<file path="src/rtl/ddr_trk_pkg.sv">
package ddr_trk_pkg;

   typedef enum logic [1:0] {
      PWR_NORMAL   = 2'd0,
      PWR_PRE_PD   = 2'd1,
      PWR_ACT_PD   = 2'd2,
      PWR_SELF_REF = 2'd3
   } pwr_state_e;

   localparam int CMD_N  = 7;
   localparam int CI_ACT = 0;
   localparam int CI_RD  = 1;
   localparam int CI_WR  = 2;
   localparam int CI_PRE = 3;
   localparam int CI_REF = 4;
   localparam int CI_MRS = 5;
   localparam int CI_BST = 6;

   // {ras_n, cas_n, we_n} with chip select low
   localparam logic [2:0] OP_NOP = 3'b111;
   localparam logic [2:0] OP_ACT = 3'b011;
   localparam logic [2:0] OP_RD  = 3'b101;
   localparam logic [2:0] OP_WR  = 3'b100;
   localparam logic [2:0] OP_PRE = 3'b010;
   localparam logic [2:0] OP_REF = 3'b001;
   localparam logic [2:0] OP_MRS = 3'b000;
   localparam logic [2:0] OP_BST = 3'b110;

endpackage

</file>
<file path="src/rtl/ddr_cmd_decode.sv">
module ddr_cmd_decode
   import ddr_trk_pkg::*;
(
   input  logic             en,
   input  logic             cs_n,
   input  logic             ras_n,
   input  logic             cas_n,
   input  logic             we_n,
   output logic [CMD_N-1:0] strobe,
   output logic             ref_code
);

   logic [2:0] code;
   assign code = {ras_n, cas_n, we_n};

   // refresh code is reported regardless of enable: power FSM needs it on CKE fall
   assign ref_code = !cs_n && (code == OP_REF);

   always_comb begin
      strobe = '0;
      if (en && !cs_n) begin
         case (code)
            OP_ACT:  strobe[CI_ACT] = 1'b1;
            OP_RD:   strobe[CI_RD]  = 1'b1;
            OP_WR:   strobe[CI_WR]  = 1'b1;
            OP_PRE:  strobe[CI_PRE] = 1'b1;
            OP_REF:  strobe[CI_REF] = 1'b1;
            OP_MRS:  strobe[CI_MRS] = 1'b1;
            OP_BST:  strobe[CI_BST] = 1'b1;
            default: strobe = '0;
         endcase
      end
   end

endmodule

</file>
<file path="src/rtl/ddr_bank_track.sv">
module ddr_bank_track #(
   parameter int BANKS = 4,
   parameter int BA_W  = 2
) (
   input  logic             clk,
   input  logic             rst_n,
   input  logic             open_set,
   input  logic             close_one,
   input  logic             close_all,
   input  logic [BA_W-1:0]  ba,
   output logic [BANKS-1:0] open_q
);

   for (genvar g = 0; g < BANKS; g++) begin : g_bank
      logic hit;
      assign hit = (ba == BA_W'(g));
      always_ff @(posedge clk) begin
         if (!rst_n)
            open_q[g] <= 1'b0;
         else if (open_set && hit)
            open_q[g] <= 1'b1;
         else if (close_all || (close_one && hit))
            open_q[g] <= 1'b0;
      end
   end


   act_open_chk: assert property (@(posedge clk) disable iff (!rst_n)
      open_set |=> open_q[$past(ba)]);


   pre_all_chk: assert property (@(posedge clk) disable iff (!rst_n)
      close_all |=> (open_q == '0));


   close_one_chk: assert property (@(posedge clk) disable iff (!rst_n)
      (close_one && !open_set) |=> !open_q[$past(ba)]);

endmodule

</file>
<file path="src/rtl/ddr_pwr_fsm.sv">
module ddr_pwr_fsm
   import ddr_trk_pkg::*;
#(
   parameter bit ASYNC_SR_EXIT = 1'b1
) (
   input  logic       clk,
   input  logic       rst_n,
   input  logic       cke,
   input  logic       ref_code,
   input  logic       any_open,
   output pwr_state_e state_q,
   output pwr_state_e eff_state,
   output logic       cmd_en,
   output logic       inbuf_en,
   output logic       clkbuf_en
);

   pwr_state_e state_d;

   always_comb begin
      state_d = state_q;
      case (state_q)
         PWR_NORMAL:
            if (!cke) begin
               if (ref_code)      state_d = PWR_SELF_REF;
               else if (any_open) state_d = PWR_ACT_PD;
               else               state_d = PWR_PRE_PD;
            end
         PWR_PRE_PD, PWR_ACT_PD, PWR_SELF_REF:
            if (cke) state_d = PWR_NORMAL;
         default: state_d = PWR_NORMAL;
      endcase
   end

   always_ff @(posedge clk) begin
      if (!rst_n) state_q <= PWR_NORMAL;
      else        state_q <= state_d;
   end

   if (ASYNC_SR_EXIT) begin : g_async_exit
      assign eff_state = (state_q == PWR_SELF_REF && cke) ? PWR_NORMAL : state_q;
   end else begin : g_sync_exit
      assign eff_state = state_q;
   end

   assign cmd_en    = (state_q == PWR_NORMAL) && cke;
   assign inbuf_en  = (eff_state == PWR_NORMAL);
   assign clkbuf_en = (eff_state != PWR_SELF_REF);


   pre_pd_entry_chk: assert property (@(posedge clk) disable iff (!rst_n)
      (state_q == PWR_NORMAL && !cke && !ref_code && !any_open) |=> (state_q == PWR_PRE_PD));


   act_pd_entry_chk: assert property (@(posedge clk) disable iff (!rst_n)
      (state_q == PWR_NORMAL && !cke && !ref_code && any_open) |=> (state_q == PWR_ACT_PD));


   sr_entry_chk: assert property (@(posedge clk) disable iff (!rst_n)
      (state_q == PWR_NORMAL && !cke && ref_code) |=> (state_q == PWR_SELF_REF));


   pd_exit_chk: assert property (@(posedge clk) disable iff (!rst_n)
      ((state_q == PWR_PRE_PD || state_q == PWR_ACT_PD) && cke) |=> (state_q == PWR_NORMAL));


   sr_exit_chk: assert property (@(posedge clk) disable iff (!rst_n)
      (state_q == PWR_SELF_REF && cke) |=> (state_q == PWR_NORMAL));


   pd_hold_chk: assert property (@(posedge clk) disable iff (!rst_n)
      (state_q != PWR_NORMAL && !cke) |=> $stable(state_q));

endmodule

</file>
<file path="src/rtl/ddr_cmd_tracker.sv">
module ddr_cmd_tracker
   import ddr_trk_pkg::*;
#(
   parameter int ADDR_W        = 12,
   parameter int BANKS         = 4,
   parameter int AP_BIT        = 10,
   parameter bit ASYNC_SR_EXIT = 1'b1,
   localparam int BA_W         = $clog2(BANKS)
) (
   input  logic              clk,
   input  logic              rst_n,
   input  logic              cke,
   input  logic              cs_n,
   input  logic              ras_n,
   input  logic              cas_n,
   input  logic              we_n,
   input  logic [BA_W-1:0]   ba,
   input  logic [ADDR_W-1:0] addr,
   output logic [CMD_N-1:0]  cmd_strobe,
   output logic [BA_W-1:0]   cmd_bank,
   output logic [ADDR_W-1:0] cmd_addr,
   output logic              auto_pre,
   output logic              pre_all,
   output logic              mode_ext,
   output logic [BANKS-1:0]  bank_open,
   output logic [1:0]        pwr_state,
   output logic              inbuf_en,
   output logic              clkbuf_en
);

   localparam logic [ADDR_W-1:0] AP_MASK = ADDR_W'(1) << AP_BIT;

   if (AP_BIT >= ADDR_W) begin : g_bad_ap
      $error("auto-precharge bit lies outside the address bus");
   end
   if (BANKS < 2 || (BANKS & (BANKS - 1)) != 0) begin : g_bad_banks
      $error("bank count must be a power of two, at least 2");
   end

   logic             cmd_en;
   logic             ref_code;
   logic [CMD_N-1:0] dec;
   logic             a_flag;
   pwr_state_e       fsm_q;
   pwr_state_e       fsm_eff;

   assign a_flag = addr[AP_BIT];

   ddr_cmd_decode u_dec (
      .en       (cmd_en),
      .cs_n     (cs_n),
      .ras_n    (ras_n),
      .cas_n    (cas_n),
      .we_n     (we_n),
      .strobe   (dec),
      .ref_code (ref_code)
   );

   ddr_pwr_fsm #(
      .ASYNC_SR_EXIT (ASYNC_SR_EXIT)
   ) u_pwr (
      .clk       (clk),
      .rst_n     (rst_n),
      .cke       (cke),
      .ref_code  (ref_code),
      .any_open  (|bank_open),
      .state_q   (fsm_q),
      .eff_state (fsm_eff),
      .cmd_en    (cmd_en),
      .inbuf_en  (inbuf_en),
      .clkbuf_en (clkbuf_en)
   );

   ddr_bank_track #(
      .BANKS (BANKS),
      .BA_W  (BA_W)
   ) u_banks (
      .clk       (clk),
      .rst_n     (rst_n),
      .open_set  (dec[CI_ACT]),
      .close_one ((dec[CI_PRE] && !a_flag) || ((dec[CI_RD] || dec[CI_WR]) && a_flag)),
      .close_all (dec[CI_PRE] && a_flag),
      .ba        (ba),
      .open_q    (bank_open)
   );

   assign pwr_state = fsm_eff;

   logic has_bank;
   logic is_rw;
   assign has_bank = dec[CI_ACT] | dec[CI_RD] | dec[CI_WR] | dec[CI_PRE] | dec[CI_MRS];
   assign is_rw    = dec[CI_RD] | dec[CI_WR];

   always_ff @(posedge clk) begin
      if (!rst_n) begin
         cmd_strobe <= '0;
         cmd_bank   <= '0;
         cmd_addr   <= '0;
         auto_pre   <= 1'b0;
         pre_all    <= 1'b0;
         mode_ext   <= 1'b0;
      end else begin
         cmd_strobe <= dec;
         cmd_bank   <= has_bank ? ba : '0;
         if (dec[CI_ACT] || dec[CI_MRS]) cmd_addr <= addr;
         else if (is_rw)                 cmd_addr <= addr & ~AP_MASK;
         else                            cmd_addr <= '0;
         auto_pre   <= is_rw && a_flag;
         pre_all    <= dec[CI_PRE] && a_flag;
         mode_ext   <= dec[CI_MRS] && ba[0];
      end
   end


   cs_mask_chk: assert property (@(posedge clk) disable iff (!rst_n)
      cs_n |=> (cmd_strobe == '0));


   strobe_onehot_chk: assert property (@(posedge clk) disable iff (!rst_n)
      $onehot0(cmd_strobe));


   lowpwr_quiet_chk: assert property (@(posedge clk) disable iff (!rst_n)
      (fsm_q != PWR_NORMAL || !cke) |=> (cmd_strobe == '0));


   buf_gate_chk: assert property (@(posedge clk) disable iff (!rst_n)
      (cmd_strobe != '0) |-> $past(inbuf_en));

endmodule

</file>
<file path="config.mk">
export PLATFORM = sky130hd
export DESIGN_NAME = ddr_cmd_tracker
export DESIGN_NICKNAME = d
export VERILOG_FILES = /design/src/rtl/ddr_trk_pkg.sv /design/src/rtl/ddr_cmd_decode.sv /design/src/rtl/ddr_bank_track.sv /design/src/rtl/ddr_pwr_fsm.sv /design/src/rtl/ddr_cmd_tracker.sv
export SDC_FILE = /design/constraint.sdc
export NUM_CORES = 1
export LEC_CHECK = 0
export ABC_CLOCK_PERIOD_IN_PS = 2100
export BUFFER_PORTS_ARGS = -buffer_cell sky130_fd_sc_hd__buf_2
export CAP_MARGIN = 20
export CORE_UTILIZATION = 40
export CTS_CLUSTER_DIAMETER = 60
export DETAILED_ROUTE_END_ITERATION = 8
export PLACE_DENSITY = 0.73
export REMOVE_ABC_BUFFERS = 1
export SLEW_MARGIN = 10
export SYNTH_ARGS = -nofsm -noshare
export SYNTH_HDL_FRONTEND = slang
export SYNTH_HIERARCHICAL = 1
export SYNTH_SLANG_ARGS = --single-unit
</file>
<file path="constraint.sdc">
create_clock -name clk -period 2.1 [get_ports clk]
set_input_delay 0 -clock clk [delete_from_list [all_inputs] [get_ports clk]]
set_output_delay 0 -clock clk [all_outputs]
set_load 0.005 [all_outputs]
</file>
# == Word-level counts from Yosys, hierarchy flattened ==
# Index checks and enable logic that the tools add are counted.
# totals
register_bits,30
latch_bits,0
ram_bits,0
romBits,0
input_bits,21
output_inout_bits,32
elab_cells,95
n_memories,0
# classes
addsub,0
mul,0
div,0
order_cmp,0
eq_ne,15
n_shift,0
muxes,24
bitwise_logic,5
reduce_logical,39
# op_table
cell,n
12-bit 2-to-1 mux,2
1-bit logical AND,17
1-bit 2-to-1 mux,15
2-bit 2-to-1 mux,5
3-bit == test (second input constant),3
2-bit == test (second input constant),4
2-bit nonzero test,4
1-bit logical OR,7
3-bit by 2-bit == test with 1-bit output (second input constant),2
2-bit logical NOT,3
6-bit 2-to-1 mux,1
2-bit != test (second input constant),3
2-bit AND reduction,3
1-bit bitwise OR,5
2-bit by 1-bit == test with 1-bit output (second input constant),2
2-bit one-hot mux with 2 select lines,1
4-bit OR reduction,1
3-bit by 1-bit == test with 1-bit output (second input constant),1
3-bit logical NOT,1
3-bit OR reduction,1
1-bit logical NOT,2

# == Longest topological paths before layout ==
# logic_depth
word_depth,11
depth_mapped,8
depth_no_buf,7

# == Hierarchy ==
# The synthesis kept the hierarchy.
# by_module_without_submodules
mod,instances,cells_each,area_per_inst_um2,seq_area_each_um2
ddr_cmd_tracker,1,61,728.2,480.5
ddr_bank_track,1,18,187.7,80.1
ddr_pwr_fsm,1,16,152.6,40.0
ddr_cmd_decode,1,13,73.8,0.0

# == Least setup slack after synthesis ==
# OpenSTA, ideal clock, no wires.
# synth_path
path_type,reg-to-reg
start,register u_pwr.state_q[0]
end,register u_banks.open_q[0]
setup_ps,117
arrival_time_ps,2074
t_required_ps,1983
setup_slack_ps,-92
path_stages_with_launch,9
path_buffers,1
synth_period_minus_slack_ps,2192
cell_sequence,dfxtp_1 > buf_6 > nor3b_1 > or3b_4 > nor2_1 > nor2_1 > a21oi_1 > or3b_1 > a32o_1
# synth_via
elab_cells_between_ends,14
cone_classes,mux (2); reduce/logical (12)
# synth_lines
item,line_no,text
start: declaration,ddr_pwr_fsm.sv:11,"output pwr_state_e state_q,"
start signal: assignment,ddr_pwr_fsm.sv:37,else state_q <= state_d;
2-bit logical NOT *,ddr_pwr_fsm.sv:46,assign cmd_en = (state_q == PWR_NORMAL) && cke;
1-bit logical AND *,ddr_pwr_fsm.sv:46,
named net cmd_en,ddr_cmd_tracker.sv:40,logic cmd_en;
1-bit logical AND *,ddr_cmd_decode.sv:21,if (en && !cs_n) begin
6-bit 2-to-1 mux *,ddr_cmd_decode.sv:21,
named net dec[3],ddr_cmd_tracker.sv:42,logic [CMD_N-1:0] dec;
1-bit logical AND,ddr_cmd_tracker.sv:81,".close_one ((dec[CI_PRE] && !a_flag) || ((dec[CI_RD] || dec[CI_WR]) && a_flag)),"
1-bit logical OR,ddr_cmd_tracker.sv:81,
1-bit logical AND,ddr_bank_track.sv:22,else if (close_all || (close_one && hit))
1-bit logical OR *,ddr_bank_track.sv:22,
2-bit nonzero test (no line) *,--,
end signal: indexed assignment,ddr_bank_track.sv:19,open_q[g] <= 1'b0;
end signal: indexed assignment,ddr_bank_track.sv:21,open_q[g] <= 1'b1;
end signal: indexed assignment,ddr_bank_track.sv:23,open_q[g] <= 1'b0;
end: declaration,ddr_bank_track.sv:11,output logic [BANKS-1:0] open_q
# Mark *: on every way through the listed nets, which the timed path passes. The rest lies on a longest branch.
# A chain may end at the register's enable or synchronous reset.

# == Worst setup path in the final report ==
# Ends and elaborated chain as after synthesis.

==> flow_results.xml <==
<?xml version="1.0" encoding="UTF-8"?>
<metrics>
  <group name="power">
    <metric name="powerDensity" unit="nW/um^2">671</metric>
    <metric name="power_frac_clock" unit="">0.393</metric>
    <metric name="p_int" unit="mW">0.920</metric>
    <metric name="power.switching_fraction" unit="">0.196</metric>
    <metric name="power.switching" unit="mW">0.224</metric>
    <metric name="worst_ir_drop_vdd" unit="mV">0.512</metric>
    <metric name="static-leakage-power" unit="nW">0.832</metric>
    <metric name="power.share.combinational" unit="">0.100</metric>
    <metric name="power.sequential.fraction" unit="">0.506</metric>
  </group>
  <group name="synth">
    <metric name="synth_cell_types" unit="">31</metric>
    <metric name="synth_seq_cells" unit="">30</metric>
    <metric name="synth_seq_area_share" unit="">0.526</metric>
    <metric name="synth_top_family_by_area" unit="">simple AND/OR/NAND/NOR gates</metric>
    <metric name="synth_common_cells" unit="">30 x sky130_fd_sc_hd__dfxtp_1, 10 x sky130_fd_sc_hd__and2_4, 9 x sky130_fd_sc_hd__nor2_1, 8 x sky130_fd_sc_hd__and2_1</metric>
    <metric name="synth_most_common_cell" unit="">sky130_fd_sc_hd__dfxtp_1</metric>
    <metric name="synth_area_leaders" unit="">sky130_fd_sc_hd__dfxtp_1 53%, sky130_fd_sc_hd__and2_4 7.7%, sky130_fd_sc_hd__and2_1 4.4%</metric>
    <metric name="synthFlopType" unit="">sky130_fd_sc_hd__dfxtp_1</metric>
    <metric name="async_flop_share" unit="">0</metric>
    <metric name="xor_and_xnor_area_share_after_synthesis" unit="">0</metric>
    <metric name="post_syn_instances" unit="">108</metric>
    <metric name="synth_top_cell_area_share" unit="">0.526</metric>
    <metric name="syn-cell-area" unit="um^2">1140</metric>
    <metric name="synthSimpleGateAreaFrac" unit="">0.341</metric>
    <metric name="synthesis.area_per_instance" unit="um^2">10.6</metric>
    <metric name="post_synth_fa_ha_maj_area_fraction" unit="">0</metric>
    <metric name="post-synth-top-area-cell" unit="">sky130_fd_sc_hd__dfxtp_1</metric>
    <metric name="synth_compound_gate_area_share" unit="">0.104</metric>
    <metric name="synth.area.mux_share" unit="">0</metric>
    <metric name="synth-warning-count" unit="">6</metric>
    <metric name="synth-edff-count" unit="">0</metric>
  </group>
  <group name="min_path">
    <metric name="hold_path_end" unit="">u_pwr/state_q[1]$_SDFFE_PN0P_</metric>
    <metric name="timing.hold.worst_path_depth" unit="">3</metric>
    <metric name="worst_hold_startpoint" unit="">cke</metric>
    <metric name="min-delay-path-class" unit="">in -&gt; reg</metric>
  </group>
  <group name="worst_setup_path">
    <metric name="critical_path_cell_list" unit="">nor3b_2, or3b_4, nor2_1, nor2_1, a21oi_2, or3b_1, a32o_1</metric>
    <metric name="crit_path_start" unit="">u_pwr/state_q[0]$_SDFFE_PN0P_</metric>
    <metric name="critical_path.most_common_cell" unit="">sky130_fd_sc_hd__nor2_1</metric>
    <metric name="worstReg2RegStart" unit="">u_pwr/state_q[0]$_SDFFE_PN0P_</metric>
    <metric name="worst_path_largest_cell_delay" unit="ps">400</metric>
    <metric name="ff2ff_setup_slack" unit="ps">140</metric>
    <metric name="slowest_stage" unit="">sky130_fd_sc_hd__or3b_4</metric>
    <metric name="critical_path_peak_fanout" unit="">2</metric>
    <metric name="cp.arrival" unit="ps">2160</metric>
    <metric name="worst_r2r_path_depth" unit="">7</metric>
    <metric name="reg2reg_to" unit="">u_banks/open_q[0]$_SDFFE_PN0P_</metric>
    <metric name="worst-endpoint-required" unit="ps">2300</metric>
    <metric name="end_kind" unit="">register</metric>
    <metric name="kind_of_critical_path" unit="">reg -&gt; reg</metric>
    <metric name="timing.critical_path.from_type" unit="">register</metric>
  </group>
  <group name="finish">
    <metric name="area_growth_syn_to_fin" unit="%">49.3</metric>
    <metric name="diodes" unit="">0</metric>
    <metric name="final_layout_size_suffix_gt1_frac" unit="">0.473</metric>
    <metric name="layout.nets" unit="">207</metric>
  </group>
  <group name="clock_network">
    <metric name="cts.sink_count" unit="">30</metric>
    <metric name="worst_skew_pair.late_latency" unit="ps">310</metric>
    <metric name="clk_pin_slew" unit="ps">80</metric>
    <metric name="tritoncts" unit="">done</metric>
    <metric name="numCtsBuffers" unit="">5</metric>
    <metric name="clk_path_buf_depth" unit="">2</metric>
    <metric name="cts_root_buf" unit="">sky130_fd_sc_hd__clkbuf_4</metric>
    <metric name="cts_max_level" unit="">2</metric>
  </group>
  <group name="global_routing">
    <metric name="grt_antenna_before_repair" unit="">0</metric>
    <metric name="via_count_of_the_first_global_routing_pass" unit="">955</metric>
    <metric name="grt_first_pass_wirelength" unit="mm">3.88</metric>
    <metric name="grt_start_max_net_pins" unit="">17</metric>
    <metric name="grt.total_usage" unit="">0.162</metric>
    <metric name="grt.overflow.total" unit="">0</metric>
  </group>
  <group name="timing">
    <metric name="maxSlewHeadroom" unit="">0.697</metric>
    <metric name="final_period_minus_worst_setup_slack" unit="ps">1960</metric>
    <metric name="max_freq" unit="MHz">510</metric>
    <metric name="rsz0062_at_grt" unit="">false</metric>
    <metric name="clk_skew" unit="ps">9.61</metric>
    <metric name="tightestPinTransition" unit="ps">451</metric>
    <metric name="finalCritPeriodShare" unit="">0.935</metric>
    <metric name="setup_viol_count_final" unit="">0</metric>
    <metric name="timing.final.ws_setup" unit="ps">137</metric>
    <metric name="finalMaxSlewViolations" unit="">0</metric>
    <metric name="timing_hold_violations_final" unit="">0</metric>
    <metric name="holdWs" unit="ps">22.0</metric>
    <metric name="timing.setup.tns" unit="ps">0</metric>
  </group>
  <group name="floorplanning">
    <metric name="num_io_pins" unit="">53</metric>
    <metric name="die_area" unit="um^2">3070</metric>
    <metric name="die_height" unit="um">55.4</metric>
    <metric name="number_of_standard_cell_rows_in_the_floorplan" unit="">19</metric>
    <metric name="initial_core_util" unit="">0.418</metric>
    <metric name="die_width" unit="um">55.4</metric>
    <metric name="floorplan.core_area" unit="um^2">2730</metric>
  </group>
  <group name="placed_design">
    <metric name="hpwl" unit="mm">1.70</metric>
    <metric name="pre_cts_ws" unit="ps">-42.7</metric>
    <metric name="gp_congestion" unit="">0.815</metric>
    <metric name="portBuffers" unit="">52</metric>
  </group>
  <group name="drt">
    <metric name="met2_wirelength" unit="mm">1.28</metric>
    <metric name="post_drt_wl_per_cell" unit="um">11.0</metric>
    <metric name="drtPass1Iterations" unit="">6</metric>
    <metric name="wl_met1" unit="um">951</metric>
    <metric name="routed-wl-met3" unit="um">118</metric>
    <metric name="top_signal_layer_used" unit="">met4</metric>
    <metric name="detailroute.via_count" unit="">1036</metric>
    <metric name="count_of_unresolved_drc_violations_after_routing" unit="">0</metric>
    <metric name="antenna_violating_nets_post_route" unit="">0</metric>
    <metric name="routed_wirelength" unit="mm">2.38</metric>
    <metric name="drt_first_iter_violations" unit="">22</metric>
    <metric name="detail_route.vias_per_cell" unit="">4.77</metric>
  </group>
  <group name="job">
    <metric name="max_cap_violations" unit="">0</metric>
  </group>
  <group name="run_status">
    <metric name="status" unit="">finished clean</metric>
  </group>
</metrics>
sequential cells by signal, indices dropped and copies added, names as in the netlist:
name,cells
mode_ext,1
cmd_addr,12
u_banks/open_q,4
u_pwr/state_q,2
auto_pre,1
cmd_strobe,7
cmd_bank,2
pre_all,1
placed cells by master (no fill, tap or decap), types with 2 or more instances in the layout:
master                          count
sky130_fd_sc_hd__a21oi_1            3
sky130_fd_sc_hd__a21oi_2            2
sky130_fd_sc_hd__a32o_1             4
sky130_fd_sc_hd__and2_1             8
sky130_fd_sc_hd__and2_2             3
sky130_fd_sc_hd__and2_4            10
sky130_fd_sc_hd__and3_1             2
sky130_fd_sc_hd__buf_2             52
sky130_fd_sc_hd__buf_4              8
sky130_fd_sc_hd__clkbuf_4           5
sky130_fd_sc_hd__dfxtp_1           30
sky130_fd_sc_hd__dlygate4sd3_1     14
sky130_fd_sc_hd__inv_1              2
sky130_fd_sc_hd__nand2_1            4
sky130_fd_sc_hd__nand2b_1           2
sky130_fd_sc_hd__nand3_1            2
sky130_fd_sc_hd__nand3b_1           4
sky130_fd_sc_hd__nor2_1             9
sky130_fd_sc_hd__nor2b_1            3
sky130_fd_sc_hd__nor3_1             3
layout make-up:
cell class              count  area, um^2
clock buffers               6        51.3
clock inverters             1        30.0
fillers                   226        1030
inverters                   2        7.51
multi-input cells          73         517
flip-flops and latches     30         601
well taps                  31        38.8
repair buffers             74         460
through the flow:
step	util	total power, mW	cells	cell area [um^2]
floorplan	-	0.633	105	1120
global placement	0.537	0.680	195	1470
detailed placement	0.537	0.684	195	1470
CTS	0.619	1.16	216	1690
global route	0.624	1.19	217	1710
finish	0.624	1.14	217	1710
power by group through the flow:
stage	combinational, mW	clock (mW)	sequential [mW]
after detailed placement	0.0911	0	0.593
after floorplan	0.0379	0	0.595
after global placement	0.0876	0	0.592
after CTS	0.113	0.466	0.579
final	0.115	0.450	0.579
after global routing	0.125	0.489	0.581
cells by family (layout without fill, tap and decap cells):
family | after synthesis | count (layout)
buf+inv | 5 | 83
compound gates | 14 | 14
flops | 30 | 30
simple gates | 59 | 59
critical path, delay by kind of cell (launching register included):
family           cells  cell delay (ps)
AO/OA/AOI/OAI        2              380
AND/OR/NAND/NOR      5             1160
flip-flops           1              320
worst max-delay path by stage:
stage,to
6_report,u_banks/open_q[0]$_SDFFE_PN0P_
5_1_grt,u_banks/open_q[0]$_SDFFE_PN0P_
4_1_cts,u_banks/open_q[0]$_SDFFE_PN0P_
3_5_place_dp,u_banks/open_q[0]$_SDFFE_PN0P_
3_3_place_gp,u_banks/open_q[0]$_SDFFE_PN0P_
2_1_floorplan,u_banks/open_q[0]$_SDFFE_PN0P_
per-layer routing:
layer,GRT usage,up-vias
li1,-,521
met1,0.175,482
met2,0.291,28
met3,0.0375,5
met4,0.0857,0
met5,0,-
repair_timing:
item / CTS / global route
setup buffers: 0 / 1
gates resized for setup: 1 / 1
endpoints found under the hold margin: 16 / 0
cloned: 0 / 0
hold buffers: 14 / 0
endpoints found under the setup margin: 1 / 12
(Power assumes the default switching activity.)
